===== src/rtl/refsel_pkg.sv =====
// Shared encodings for the reference selection controller.
// Assumes a 2-bit operating-state code and a 2-bit code kind field.
package refsel_pkg;
    typedef enum logic [1:0] {
        ST_LOCK  = 2'd0,
        ST_HOLD  = 2'd1,
        ST_FREE  = 2'd2,
        ST_TRACK = 2'd3
    } opstate_t;

    localparam logic [1:0] KIND_REF  = 2'd0;
    localparam logic [1:0] KIND_HOLD = 2'd1;
    localparam logic [1:0] KIND_FREE = 2'd2;
    localparam logic [1:0] KIND_PEER = 2'd3;

    localparam logic [1:0] MODE_AUTO = 2'd0;
    localparam logic [1:0] MODE_MAN  = 2'd1;
    localparam logic [1:0] MODE_HW   = 2'd2;
endpackage


===== src/rtl/refsel_sync2.sv =====
// Two-flop synchronizer for the asynchronous switch pin.
// Assumes the pin is quasi-static relative to clk; resets to 0.
module refsel_sync2 (
    input  logic clk,
    input  logic rst_n,
    input  logic din,
    output logic dout
);
    logic meta;

    // Shift the pin level through two flops
    always_ff @(posedge clk) begin
        if (!rst_n) begin
            meta <= 1'b0;
            dout <= 1'b0;
        end else begin
            meta <= din;
            dout <= meta;
        end
    end
endmodule


===== src/rtl/refsel_regs.sv =====
// Write-only configuration registers: two mode fields, two manual codes
// and the pair of hard-wired presets. Assumes DW >= 2*CW.
// Unused addresses are ignored.
module refsel_regs #(
    parameter int CW = 4,
    parameter int DW = 8,
    parameter int AW = 3
) (
    input  logic          clk,
    input  logic          rst_n,
    input  logic          wr,
    input  logic [AW-1:0] addr,
    input  logic [DW-1:0] data,
    output logic [1:0]    p_mode,
    output logic [1:0]    s_mode,
    output logic [CW-1:0] p_code,
    output logic [CW-1:0] s_code,
    output logic [CW-1:0] pre_lo,
    output logic [CW-1:0] pre_hi
);
    import refsel_pkg::*;

    localparam logic [CW-1:0] CODE_FREE = {KIND_FREE, {(CW-2){1'b0}}};

    // Decode writes into the addressed register
    always_ff @(posedge clk) begin
        if (!rst_n) begin
            p_mode <= MODE_AUTO;
            s_mode <= MODE_AUTO;
            p_code <= CODE_FREE;
            s_code <= CODE_FREE;
            pre_lo <= '0;
            pre_hi <= '0;
        end else if (wr) begin
            case (addr)
                AW'(0): p_mode <= data[1:0];
                AW'(1): s_mode <= data[1:0];
                AW'(2): p_code <= data[CW-1:0];
                AW'(3): s_code <= data[CW-1:0];
                AW'(4): begin
                    pre_lo <= data[CW-1:0];
                    pre_hi <= data[2*CW-1:CW];
                end
                default: ;
            endcase
        end
    end
endmodule


===== src/rtl/refsel_elector.sv =====
// Non-revertive automatic elector. Locks to the eligible reference with
// the smallest nonzero priority (lowest index wins ties) and holds it until
// it becomes ineligible; otherwise falls back to holdover or freerun.
// Assumes the reset state is freerun on index 0.
module refsel_elector #(
    parameter int NREF = 4,
    parameter int PW   = 4,
    parameter int IDXW = 2
) (
    input  logic                      clk,
    input  logic                      rst_n,
    input  logic [NREF-1:0]           ref_valid,
    input  logic [NREF-1:0][PW-1:0]   prio,
    input  logic                      ho_avail,
    output logic [IDXW-1:0]           e_idx,
    output refsel_pkg::opstate_t      e_st
);
    import refsel_pkg::*;

    localparam int SPAN = 1 << IDXW;

    logic [NREF-1:0] elig;
    logic [SPAN-1:0] elig_ext;
    logic            found;
    logic [IDXW-1:0] best_i;
    logic [PW-1:0]   best_p;
    logic            keep;

    // Eligibility per reference
    genvar g;
    generate
        for (g = 0; g < NREF; g++) begin : g_elig
            assign elig[g] = ref_valid[g] && (prio[g] != '0);
        end
    endgenerate

    // Widen eligibility so any index value is a legal lookup
    always_comb begin
        elig_ext = '0;
        elig_ext[NREF-1:0] = elig;
    end

    // Search for the best eligible reference
    always_comb begin
        found  = 1'b0;
        best_i = '0;
        best_p = '1;
        for (int i = 0; i < NREF; i++) begin
            if (elig[i] && (!found || prio[i] < best_p)) begin
                found  = 1'b1;
                best_i = IDXW'(i);
                best_p = prio[i];
            end
        end
    end

    assign keep = (e_st == ST_LOCK) && elig_ext[e_idx];

    // Elector state update: hold, re-elect or fall back
    always_ff @(posedge clk) begin
        if (!rst_n) begin
            e_idx <= '0;
            e_st  <= ST_FREE;
        end else if (keep) begin
            e_idx <= e_idx;
            e_st  <= ST_LOCK;
        end else if (found) begin
            e_idx <= best_i;
            e_st  <= ST_LOCK;
        end else begin
            e_st  <= ho_avail ? ST_HOLD : ST_FREE;
        end
    end

    // a still-eligible locked reference is never replaced
    p_nonrevert_r1: assert property (@(posedge clk) disable iff (!rst_n)
        (e_st == ST_LOCK && elig_ext[e_idx]) |=> (e_st == ST_LOCK && e_idx == $past(e_idx)));

    // fallback choice follows holdover history
    p_fallback_r3: assert property (@(posedge clk) disable iff (!rst_n)
        (elig == '0) |=> (e_st == ($past(ho_avail) ? ST_HOLD : ST_FREE)));

    // any candidate brings the elector back to locked
    p_return_r4: assert property (@(posedge clk) disable iff (!rst_n)
        (elig != '0) |=> (e_st == ST_LOCK));
endmodule


===== src/rtl/refsel_chan.sv =====
// One channel's output stage: resolves mode (automatic, manual or
// hard-wired) into a selected index and state, registers them, and
// produces the change strobe and the invalid-selection flag.
// Assumes the mode and code inputs come from registers and pin_s is
// already synchronized.
module refsel_chan #(
    parameter int NREF   = 4,
    parameter int IDXW   = 2,
    parameter int CW     = 4,
    parameter bit HAS_HW = 1'b1,
    parameter bit IS_SEC = 1'b0
) (
    input  logic                 clk,
    input  logic                 rst_n,
    input  logic [1:0]           mode,
    input  logic [CW-1:0]        man_code,
    input  logic [CW-1:0]        pre_lo,
    input  logic [CW-1:0]        pre_hi,
    input  logic                 pin_s,
    input  logic [IDXW-1:0]      e_idx,
    input  refsel_pkg::opstate_t e_st,
    input  logic [NREF-1:0]      ref_valid,
    output logic [IDXW-1:0]      o_sel,
    output refsel_pkg::opstate_t o_st,
    output logic                 o_chg,
    output logic                 o_bad
);
    import refsel_pkg::*;

    localparam int SPAN = 1 << IDXW;

    logic            is_auto;
    logic            is_hw;
    logic [CW-1:0]   code;
    logic [1:0]      kind;
    logic [IDXW-1:0] n_sel;
    opstate_t        n_st;
    logic            n_bad;
    logic [SPAN-1:0] valid_ext;

    // Classify the channel mode
    always_comb begin
        is_auto = (mode == MODE_AUTO) || (mode == 2'd3);
        is_hw   = HAS_HW && (mode == MODE_HW);
    end

    // Pick the active code: register or pin-selected preset
    always_comb begin
        code = is_hw ? (pin_s ? pre_hi : pre_lo) : man_code;
        kind = code[CW-1:CW-2];
    end

    // Resolve next selection and state
    always_comb begin
        n_sel = o_sel;
        n_st  = o_st;
        if (is_auto) begin
            n_sel = e_idx;
            n_st  = e_st;
        end else begin
            case (kind)
                KIND_REF: begin
                    n_sel = code[IDXW-1:0];
                    n_st  = ST_LOCK;
                end
                KIND_HOLD: n_st = ST_HOLD;
                KIND_FREE: n_st = ST_FREE;
                default: begin
                    if (IS_SEC) begin
                        n_sel = '0;
                        n_st  = ST_TRACK;
                    end else begin
                        n_st  = ST_FREE;
                    end
                end
            endcase
        end
    end

    // Validity of the selection being made
    always_comb begin
        valid_ext = '0;
        valid_ext[NREF-1:0] = ref_valid;
        n_bad = (n_st == ST_LOCK) && !valid_ext[n_sel];
    end

    // Register outputs and flag changes
    always_ff @(posedge clk) begin
        if (!rst_n) begin
            o_sel <= '0;
            o_st  <= ST_FREE;
            o_chg <= 1'b0;
            o_bad <= 1'b0;
        end else begin
            o_sel <= n_sel;
            o_st  <= n_st;
            o_chg <= (n_sel != o_sel) || (n_st != o_st);
            o_bad <= n_bad;
        end
    end

    // automatic mode mirrors the elector one edge later
    p_auto_follow_r5: assert property (@(posedge clk) disable iff (!rst_n)
        (mode == MODE_AUTO) |=> (o_sel == $past(e_idx) && o_st == $past(e_st)));

    // every output change carries the strobe
    p_strobe_r10: assert property (@(posedge clk) disable iff (!rst_n)
        (o_sel != $past(o_sel) || o_st != $past(o_st)) |-> o_chg);

    // the strobe is never raised without a change
    p_strobe_quiet_r10: assert property (@(posedge clk) disable iff (!rst_n)
        (o_sel == $past(o_sel) && o_st == $past(o_st)) |-> !o_chg);

    // a forced holdover keeps the previous index
    p_hold_idx_r12: assert property (@(posedge clk) disable iff (!rst_n)
        (mode == MODE_MAN && man_code[CW-1:CW-2] == KIND_HOLD) |=> (o_sel == $past(o_sel)));
endmodule


===== src/rtl/ref_select_ctrl.sv =====
// Top of the reference selection controller: configuration registers,
// one elector per channel, the switch-pin synchronizer and two channel
// output stages (hard-wired mode on the primary only).
// Assumes ref_valid and ref_prio are synchronous to clk.
module ref_select_ctrl #(
    parameter int NREF = 4,
    parameter int PW   = 4,
    parameter int DW   = 8,
    parameter int AW   = 3,
    localparam int IDXW = (NREF > 1) ? $clog2(NREF) : 1,
    localparam int CW   = IDXW + 2
) (
    input  logic               clk,
    input  logic               rst_n,
    input  logic [NREF-1:0]    ref_valid,
    input  logic [NREF*PW-1:0] ref_prio,
    input  logic               ho_avail,
    input  logic               cfg_wr,
    input  logic [AW-1:0]      cfg_addr,
    input  logic [DW-1:0]      cfg_data,
    input  logic               sw_pin,
    output logic [IDXW-1:0]    pri_sel,
    output logic [1:0]         pri_state,
    output logic [IDXW-1:0]    pri_auto,
    output logic               pri_chg,
    output logic               pri_bad,
    output logic [IDXW-1:0]    sec_sel,
    output logic [1:0]         sec_state,
    output logic [IDXW-1:0]    sec_auto,
    output logic               sec_chg,
    output logic               sec_bad
);
    import refsel_pkg::*;

    localparam int NCH = 2;

    logic [NREF-1:0][PW-1:0] prio;
    logic [1:0]              mode   [NCH];
    logic [CW-1:0]           mcode  [NCH];
    logic [CW-1:0]           pre_lo;
    logic [CW-1:0]           pre_hi;
    logic                    pin_s;
    logic [IDXW-1:0]         e_idx  [NCH];
    opstate_t                e_st   [NCH];
    logic [IDXW-1:0]         o_sel  [NCH];
    opstate_t                o_st   [NCH];
    logic                    o_chg  [NCH];
    logic                    o_bad  [NCH];

    assign prio = ref_prio;

    refsel_regs #(.CW(CW), .DW(DW), .AW(AW)) u_regs (
        .clk    (clk),
        .rst_n  (rst_n),
        .wr     (cfg_wr),
        .addr   (cfg_addr),
        .data   (cfg_data),
        .p_mode (mode[0]),
        .s_mode (mode[1]),
        .p_code (mcode[0]),
        .s_code (mcode[1]),
        .pre_lo (pre_lo),
        .pre_hi (pre_hi)
    );

    refsel_sync2 u_sync (
        .clk   (clk),
        .rst_n (rst_n),
        .din   (sw_pin),
        .dout  (pin_s)
    );

    genvar c;
    generate
        for (c = 0; c < NCH; c++) begin : g_ch
            refsel_elector #(.NREF(NREF), .PW(PW), .IDXW(IDXW)) u_elect (
                .clk       (clk),
                .rst_n     (rst_n),
                .ref_valid (ref_valid),
                .prio      (prio),
                .ho_avail  (ho_avail),
                .e_idx     (e_idx[c]),
                .e_st      (e_st[c])
            );

            refsel_chan #(
                .NREF   (NREF),
                .IDXW   (IDXW),
                .CW     (CW),
                .HAS_HW (c == 0),
                .IS_SEC (c == 1)
            ) u_chan (
                .clk       (clk),
                .rst_n     (rst_n),
                .mode      (mode[c]),
                .man_code  (mcode[c]),
                .pre_lo    (pre_lo),
                .pre_hi    (pre_hi),
                .pin_s     (pin_s),
                .e_idx     (e_idx[c]),
                .e_st      (e_st[c]),
                .ref_valid (ref_valid),
                .o_sel     (o_sel[c]),
                .o_st      (o_st[c]),
                .o_chg     (o_chg[c]),
                .o_bad     (o_bad[c])
            );
        end
    endgenerate

    // Map channel results onto the ports
    always_comb begin
        pri_sel   = o_sel[0];
        pri_state = o_st[0];
        pri_auto  = e_idx[0];
        pri_chg   = o_chg[0];
        pri_bad   = o_bad[0];
        sec_sel   = o_sel[1];
        sec_state = o_st[1];
        sec_auto  = e_idx[1];
        sec_chg   = o_chg[1];
        sec_bad   = o_bad[1];
    end

    // the primary channel never reports the tracking state
    p_pri_no_track_r8: assert property (@(posedge clk) disable iff (!rst_n)
        pri_state != 2'd3);
endmodule


===== config.mk =====
export PLATFORM = sky130hd
export DESIGN_NAME = ref_select_ctrl
export DESIGN_NICKNAME = d
export VERILOG_FILES = /design/src/rtl/refsel_pkg.sv /design/src/rtl/refsel_sync2.sv /design/src/rtl/refsel_regs.sv /design/src/rtl/refsel_elector.sv /design/src/rtl/refsel_chan.sv /design/src/rtl/ref_select_ctrl.sv
export SDC_FILE = /design/constraint.sdc
export NUM_CORES = 1
export LEC_CHECK = 0
export BUFFER_PORTS_ARGS = -buffer_cell sky130_fd_sc_hd__buf_2
export CAP_MARGIN = 25
export CORE_MARGIN = 4
export CORE_UTILIZATION = 45
export DETAILED_ROUTE_END_ITERATION = 10
export PLACE_DENSITY = 0.77
export SYNTH_ARGS = -nofsm -noshare
export SYNTH_HDL_FRONTEND = slang
export SYNTH_SLANG_ARGS = --single-unit
export TNS_END_PERCENT = 30

===== constraint.sdc =====
create_clock -name clk -period 4.63 [get_ports clk]
set_input_delay 0 -clock clk [delete_from_list [all_inputs] [get_ports clk]]
set_output_delay 0 -clock clk [all_outputs]
set_load 0.03 [all_outputs]

==> flow_summary.yaml, run 1 <==
worst_setup_path:
  worstPathMaxFanout: 6
  crit_required_ns: 4.86
  endpoint_kind: "register"
  arrival_ns: 4.43
  cp-start-kind: "input pin"
  critical_path_class: "in2reg"
  startpoint: "ref_prio[1]"
  r2r_start: "u_regs.p_mode[0]$_SDFFE_PN0P_"
route:
  first_pass_iters: 4
  drt_iter0_drc: 71
  postRouteAntennaNets: 0
  via_per_inst: 5.48
  vias: 2174
  drc: 0
  wirelength_mm: 5.85
  wl_per_cell_um: 14.7
global_route:
  grt_max_degree: 40
  grt_pass1_wl_mm: 10.2
  grt_pass1_vias: 2204
  antenna_found_initial: 0
  track_usage_pct: 17.6
  overflow: 0
die:
  die_h_um: 83.1
  ioPinCount: 52
  initial_utilization_pct: 46.3
  die_area_mm2: 0.00690
  num_rows: 27
  die_w_um: 83.1
  core_mm2: 0.00547
final_layout:
  fill_cells: 532
  final_net_count: 372
  fin_cells: 397
  fin_area_mm2: 0.00304
  syn_to_final_growth_pct: 19.9
  antenna_cells: 0
  drive_gt1_share_pct: 24.0
cts:
  cts_root_buffer: "clkbuf_8"
  cts.path.max_buffers: 2
  insertion_delay_ns: 0.30
  cts_tree: "yes"
  cts_made_buffers: 5
  clkTransAtPathRegs_ns: 0.08
  htreeDepth: 2
  cts_sinks: 42
yosys:
  ys_async_sr_fraction_pct: 0
  ys_top_cells_by_area: "dfxtp_1 33%, mux2i_1 11%, nor2b_1 6.9%"
  syn_nets: 310
  syn_inst: 262
  yosys-top-cells-count: "42 x dfxtp_1, 29 x mux2i_1, 28 x nor2b_1"
  yosys_warnings: 0
  synth.avg_cell_area_um2: 9.68
  synth-seq-cells: 42
  synth_ff_type: "dfxtp_1"
  synth_edf_count: 0
  netlist_area_mm2: 0.00254
  yosysTopAreaCellShare_pct: 33.2
  synth.most_common_cell: "dfxtp_1"
  synth_top_area_cell: "dfxtp_1"
  yosysSeqAreaShare_pct: 33.2
  synthDistinctLibCells: 51
timing:
  slew-limit-headroom_pct: 38.8
  finClkSkew_ns: 0.00525
  finalMaxSlewViolations: 0
  tns_ns: 0
  rsz0062_at_grt: "false"
  hold_slack_ns: 0.0175
  hold_viol_final: 0
  worst_pin_slew_ns: 0.906
  max_freq_mhz: 238
  setup_viol: 0
  fin_crit_sh_pct: 90.6
  period_minus_slack_ns: 4.20
min_path:
  hp-class: "in2reg"
  min_from: "cfg_data[2]"
placement:
  dpl_cell_area_mm2: 0.00288
  globalplace.congestion: 0.981
  dp_hpwl_mm: 4.45
  dp.cells: 382
  io_buffers: 51
pwr:
  p_leak_uw: 0.00127
  power.density_mw_per_mm2: 297
  ir_drop_v: 0.000139
flow_run:
  max_cap_viol_count: 0
outcome:
  outcome: "completed"
layout by cell type (no fill, tap or decap), drive strengths merged, types with 7 or more instances in the layout:
cell,instances
a21oi,13
xnor2,8
dfxtp,42
inv,11
nand2,14
nor2,16
nor2b,28
ha,12
dlygate4sd3,7
a31oi,7
mux2i,29
buf,54
o21ai,12
path summary, 6_finish.rpt:
kind	cells past startpoint	endpoint	slack [ns]
worst min register to register	1	u_sync.dout$_SDFF_PN0_	0.45
worst max register to register	8	g_ch[0].u_chan.o_bad$_SDFF_PN0_	2.25
worst max-delay path	21	g_ch[1].u_elect.e_idx[1]$_SDFFE_PN0P_	0.43
worst min-delay path	3	u_regs.pre_lo[2]$_SDFFE_PN0P_	0.02
per-stage QoR:
step,util [%],total power (uW),setup slack (ns)
after floorplan,-,582,0.544
after global placement,52.6,653,0.293
after detailed placement,52.6,658,0.173
after CTS,55.6,909,0.463
after global routing,55.6,954,0.190
final,55.6,903,0.433
repair_timing:
| action | CTS | global route |
|---|---|---|
| buffers inserted | 0 | 0 |
| hold endpoints to repair | 12 | 0 |
| hold buffers | 7 | 0 |
| resized for setup | 0 | 0 |
critical path: stages:
cell	delay, ns
buf_2	0.14
o41ai_4	0.38
nor2_1	0.10
ha_1	0.22
a311oi_1	0.27
o31ai_2	0.13
nand2_1	0.18
mux2_4	0.33
ha_1	0.33
and3_1	0.19
o311ai_1	0.12
a31oi_2	0.21
a21o_4	0.19
mux2_4	0.31
ha_1	0.28
a211o_1	0.29
nor3_1	0.19
nand3_1	0.11
o22ai_1	0.21
a31oi_2	0.08
a31oi_1	0.18
cell type report:
type                    instances  area [um2]  area share (%)
clock buffers                   6        82.6            2.71
clock inverters                 2        12.5           0.411
inverters                      11        41.3            1.36
multi-input cells             203        1630            53.5
flip-flops and latches         42         841            27.6
well taps                      72        90.1            2.96
repair buffers                 61         348            11.4
where the power goes:
group | internal [uW] | leakage, uW | total, uW | switching (uW)
logic | 113 | 0.000876 | 254 | 141
clock network | 120 | 0.0000472 | 249 | 129
registers | 383 | 0.000344 | 400 | 17.1
sequential cells by signal (all words and copies together), names as in the netlist:
name and cells:
g_ch.u_chan.o_bad 2, g_ch.u_chan.o_chg 2, g_ch.u_chan.o_sel 4, g_ch.u_chan.o_st 4, g_ch.u_elect.e_idx 4, g_ch.u_elect.e_st 4, u_regs.p_code 4, u_regs.p_mode 2
u_regs.pre_hi 4, u_regs.pre_lo 4, u_regs.s_code 4, u_regs.s_mode 2, u_sync.dout 1, u_sync.meta 1
logic make-up after synthesis:
kind of cell / share of synthesized area [%]
compound gates: 20.7
xor+xnor: 3.11
fa+ha+maj: 5.92
buf+inv: 2.71
flops: 33.2
mux: 16.9
simple gates: 17.5
per-layer routing:
| metal | track usage (%) | routed length (um) | vias up |
|---|---|---|---|
| met3 | 3.57 | 297 | 17 |
| met1 | 21.2 | 2620 | 1011 |
| met2 | 30.5 | 2790 | 65 |
| met4 | 7.13 | 142 | 0 |
| met5 | 0 | 0 | - |
| li1 | - | - | 1081 |
(Power assumes the default switching activity.)
==> inputs of run 2 (changes only) <==
--- a/config.mk
+++ b/config.mk
@@ -6,11 +6,11 @@
 export NUM_CORES = 1
 export LEC_CHECK = 0
 export BUFFER_PORTS_ARGS = -buffer_cell sky130_fd_sc_hd__buf_2
-export CAP_MARGIN = 25
+export CAP_MARGIN = 20
 export CORE_MARGIN = 4
 export CORE_UTILIZATION = 45
 export DETAILED_ROUTE_END_ITERATION = 10
-export PLACE_DENSITY = 0.77
+export PLACE_DENSITY = 0.79
 export SYNTH_ARGS = -nofsm -noshare
 export SYNTH_HDL_FRONTEND = slang
 export SYNTH_SLANG_ARGS = --single-unit
==> constraint.sdc (replaced) <==
create_clock -name clk -period 3.5 [get_ports clk]
set_input_delay 0 -clock clk [delete_from_list [all_inputs] [get_ports clk]]
set_output_delay 0 -clock clk [all_outputs]
set_load 0.03 [all_outputs]
==> run 2 against run 1 <==
The flow now finishes with violations (setup timing). Critical path type unchanged. Cell count grew 7.8%. Critical endpoint is now g_ch[0].u_elect.e_idx[1]$_SDFFE_PN0P_. Via count grew 7.3%. Die area is the same. Worst setup slack lost 0.72 ns.
==> flow_summary.yaml, run 2 (synthesized netlist as in run 1, its figures left out) <==
outcome:
  outcome: "complete, but fails checks"
  violations: "setup timing"
placement:
  dp_hpwl_mm: 4.59
  globalplace.congestion: 0.921
  io_buffers: 51
timing:
  finClkSkew_ns: 0.00732
  worst_pin_slew_ns: 0.783
  max_freq_mhz: 264
  slew-limit-headroom_pct: 47.5
  fin_crit_sh_pct: 108
  layout_setup_ws_ns: -0.285
  hold_slack_ns: 0.0246
  period_minus_slack_ns: 3.78
  setup_viol: 4
  hold_viol_final: 0
  rsz0062_at_grt: "true"
  finalMaxSlewViolations: 0
worst_setup_path:
  endpoint_kind: "register"
  reg2reg_depth: 8
  crit_required_ns: 3.73
  crit_buf_inv: 1
  slowest_stage: "mux2_4"
  critPathTopFamily: "compound AO/OA/AOI/OAI gates"
  worstPathMaxFanout: 4
  worstReg2RegEnd: "g_ch[0].u_chan.o_bad$_SDFF_PN0_"
  ff2ff_setup_slack_ns: 1.08
  arrival_ns: 4.01
  slowest_delay_ns: 0.35
  critical_path_class: "in2reg"
  r2r_start: "u_regs.p_mode[0]$_SDFFE_PN0P_"
  cp-start-kind: "input pin"
  cp_cell_sequence: "buf_2, o41ai_4, nor2_1, ha_2, nor2_1, o21bai_1, nand2_2, mux2_4, ha_4, and3_4, o311ai_4, a31oi_2, a21o_4, mux2_4, ha_4, a211o_1, nor3_2, nand3_1, o22ai_2, a31oi_2, a31oi_1"
pwr:
  p_leak_uw: 0.00144
  power.density_mw_per_mm2: 406
  report.power.total_uw: 1390
  ir_drop_v: 0.000240
cts:
  cts_sinks: 42
  htreeDepth: 2
  clkTransAtPathRegs_ns: 0.09
  cts_made_buffers: 5
  cts.path.max_buffers: 2
  cts_root_buffer: "clkbuf_8"
  cts_tree: "yes"
  insertion_delay_ns: 0.30
die:
  die_w_um: 83.1
  die_area_mm2: 0.00690
  num_rows: 27
  ioPinCount: 52
  core_mm2: 0.00547
  initial_utilization_pct: 46.3
  die_h_um: 83.1
final_layout:
  final_net_count: 403
  final_util_pct: 62.4
  antenna_cells: 0
  syn_to_final_growth_pct: 34.6
  layout_common_cells: "50 x buf_2, 42 x dfxtp_1, 32 x buf_4"
  layout_commonest_cell: "buf_2"
  drive_gt1_share_pct: 34.0
route:
  drc: 0
  vias: 2333
  via_per_inst: 5.45
  wirelength_mm: 6.25
  wl_per_cell_um: 14.6
  first_pass_iters: 4
  postRouteAntennaNets: 0
  drt_iter0_drc: 90
global_route:
  grt_pass1_wl_mm: 10.7
  grt_max_degree: 40
  grt_pass1_vias: 2354
  overflow: 0
  antenna_found_initial: 0
  track_usage_pct: 18.4
min_path:
  hp-class: "in2reg"
  hold_depth: 3
  min_from: "cfg_data[2]"
  hold_end: "u_regs.s_code[2]$_SDFFE_PN0P_"
flow_run:
  max_cap_viol_count: 0
==> run 2: cell count changes in the layout (fill, tap and decap cells not counted), sizes merged <==
cell / change
bufinv: +2
clkinvlp: -1
buf: +30
==> run 2: per-stage QoR <==
stage	setup TNS, ns	cell area, um2	worst slack (ns)	cells
2_1_floorplan	-1.79	2590	-0.454	262
3_3_place_gp	-2.21	3080	-0.561	402
3_5_place_dp	-2.59	3080	-0.651	402
4_1_cts	-0.831	3400	-0.222	427
5_1_grt	-1.88	3410	-0.470	428
6_report	-1.05	3410	-0.285	428
==> run 2: power by group <==
| group | switching [uW] | total, uW | internal (uW) |
|---|---|---|---|
| Combinational | 205 | 398 | 193 |
| Sequential | 23.2 | 530 | 507 |
| Clock | 173 | 459 | 286 |
==> run 2: worst max path at each step <==
| stage | end | slack (ns) | startpoint | cells past startpoint |
|---|---|---|---|---|
| global placement | g_ch[1].u_elect.e_idx[1]$_SDFFE_PN0P_ | -0.56 | ref_prio[2] | 22 |
| floorplan | g_ch[0].u_elect.e_idx[0]$_SDFFE_PN0P_ | -0.45 | ref_prio[2] | 20 |
| detailed placement | g_ch[1].u_elect.e_idx[1]$_SDFFE_PN0P_ | -0.65 | ref_prio[2] | 21 |
| finish | g_ch[0].u_elect.e_idx[1]$_SDFFE_PN0P_ | -0.28 | ref_prio[0] | 21 |
| global route | g_ch[0].u_elect.e_idx[0]$_SDFFE_PN0P_ | -0.47 | ref_prio[0] | 21 |
| CTS | g_ch[0].u_elect.e_idx[1]$_SDFFE_PN0P_ | -0.22 | ref_prio[0] | 21 |
==> run 2: per-layer routing <==
metal,global-route usage (%),share of wire [%]
met5,0,0
met4,7.28,2.1
met3,3.47,5.0
met2,33.5,49
met1,20.9,43
==> run 2: worst min-delay path, delay by kind of cell <==
family	cells	cell delay, ns
buffers and inverters	1	0.12
AND/OR/NAND/NOR	1	0.10
multiplexers	1	0.07
==> run 2: timing repair <==
action / 4_1_cts / 5_1_grt
endpoints found under the setup margin: 4 / 4
resized for setup: 7 / 2
buffers inserted: 10 / 0
hold buffers: 7 / 0
pin swaps: 13 / 0
endpoints found under the hold margin: 11 / 0
==> run 2: area by class of cell <==
class                   count  area [um2]
multi-input cells         203        1720
well taps                  72        90.1
flip-flops and latches     42         841
clock inverters             3        68.8
fillers                   471        2060
inverters                  11        41.3
repair buffers             92         588
clock buffers               5        68.8
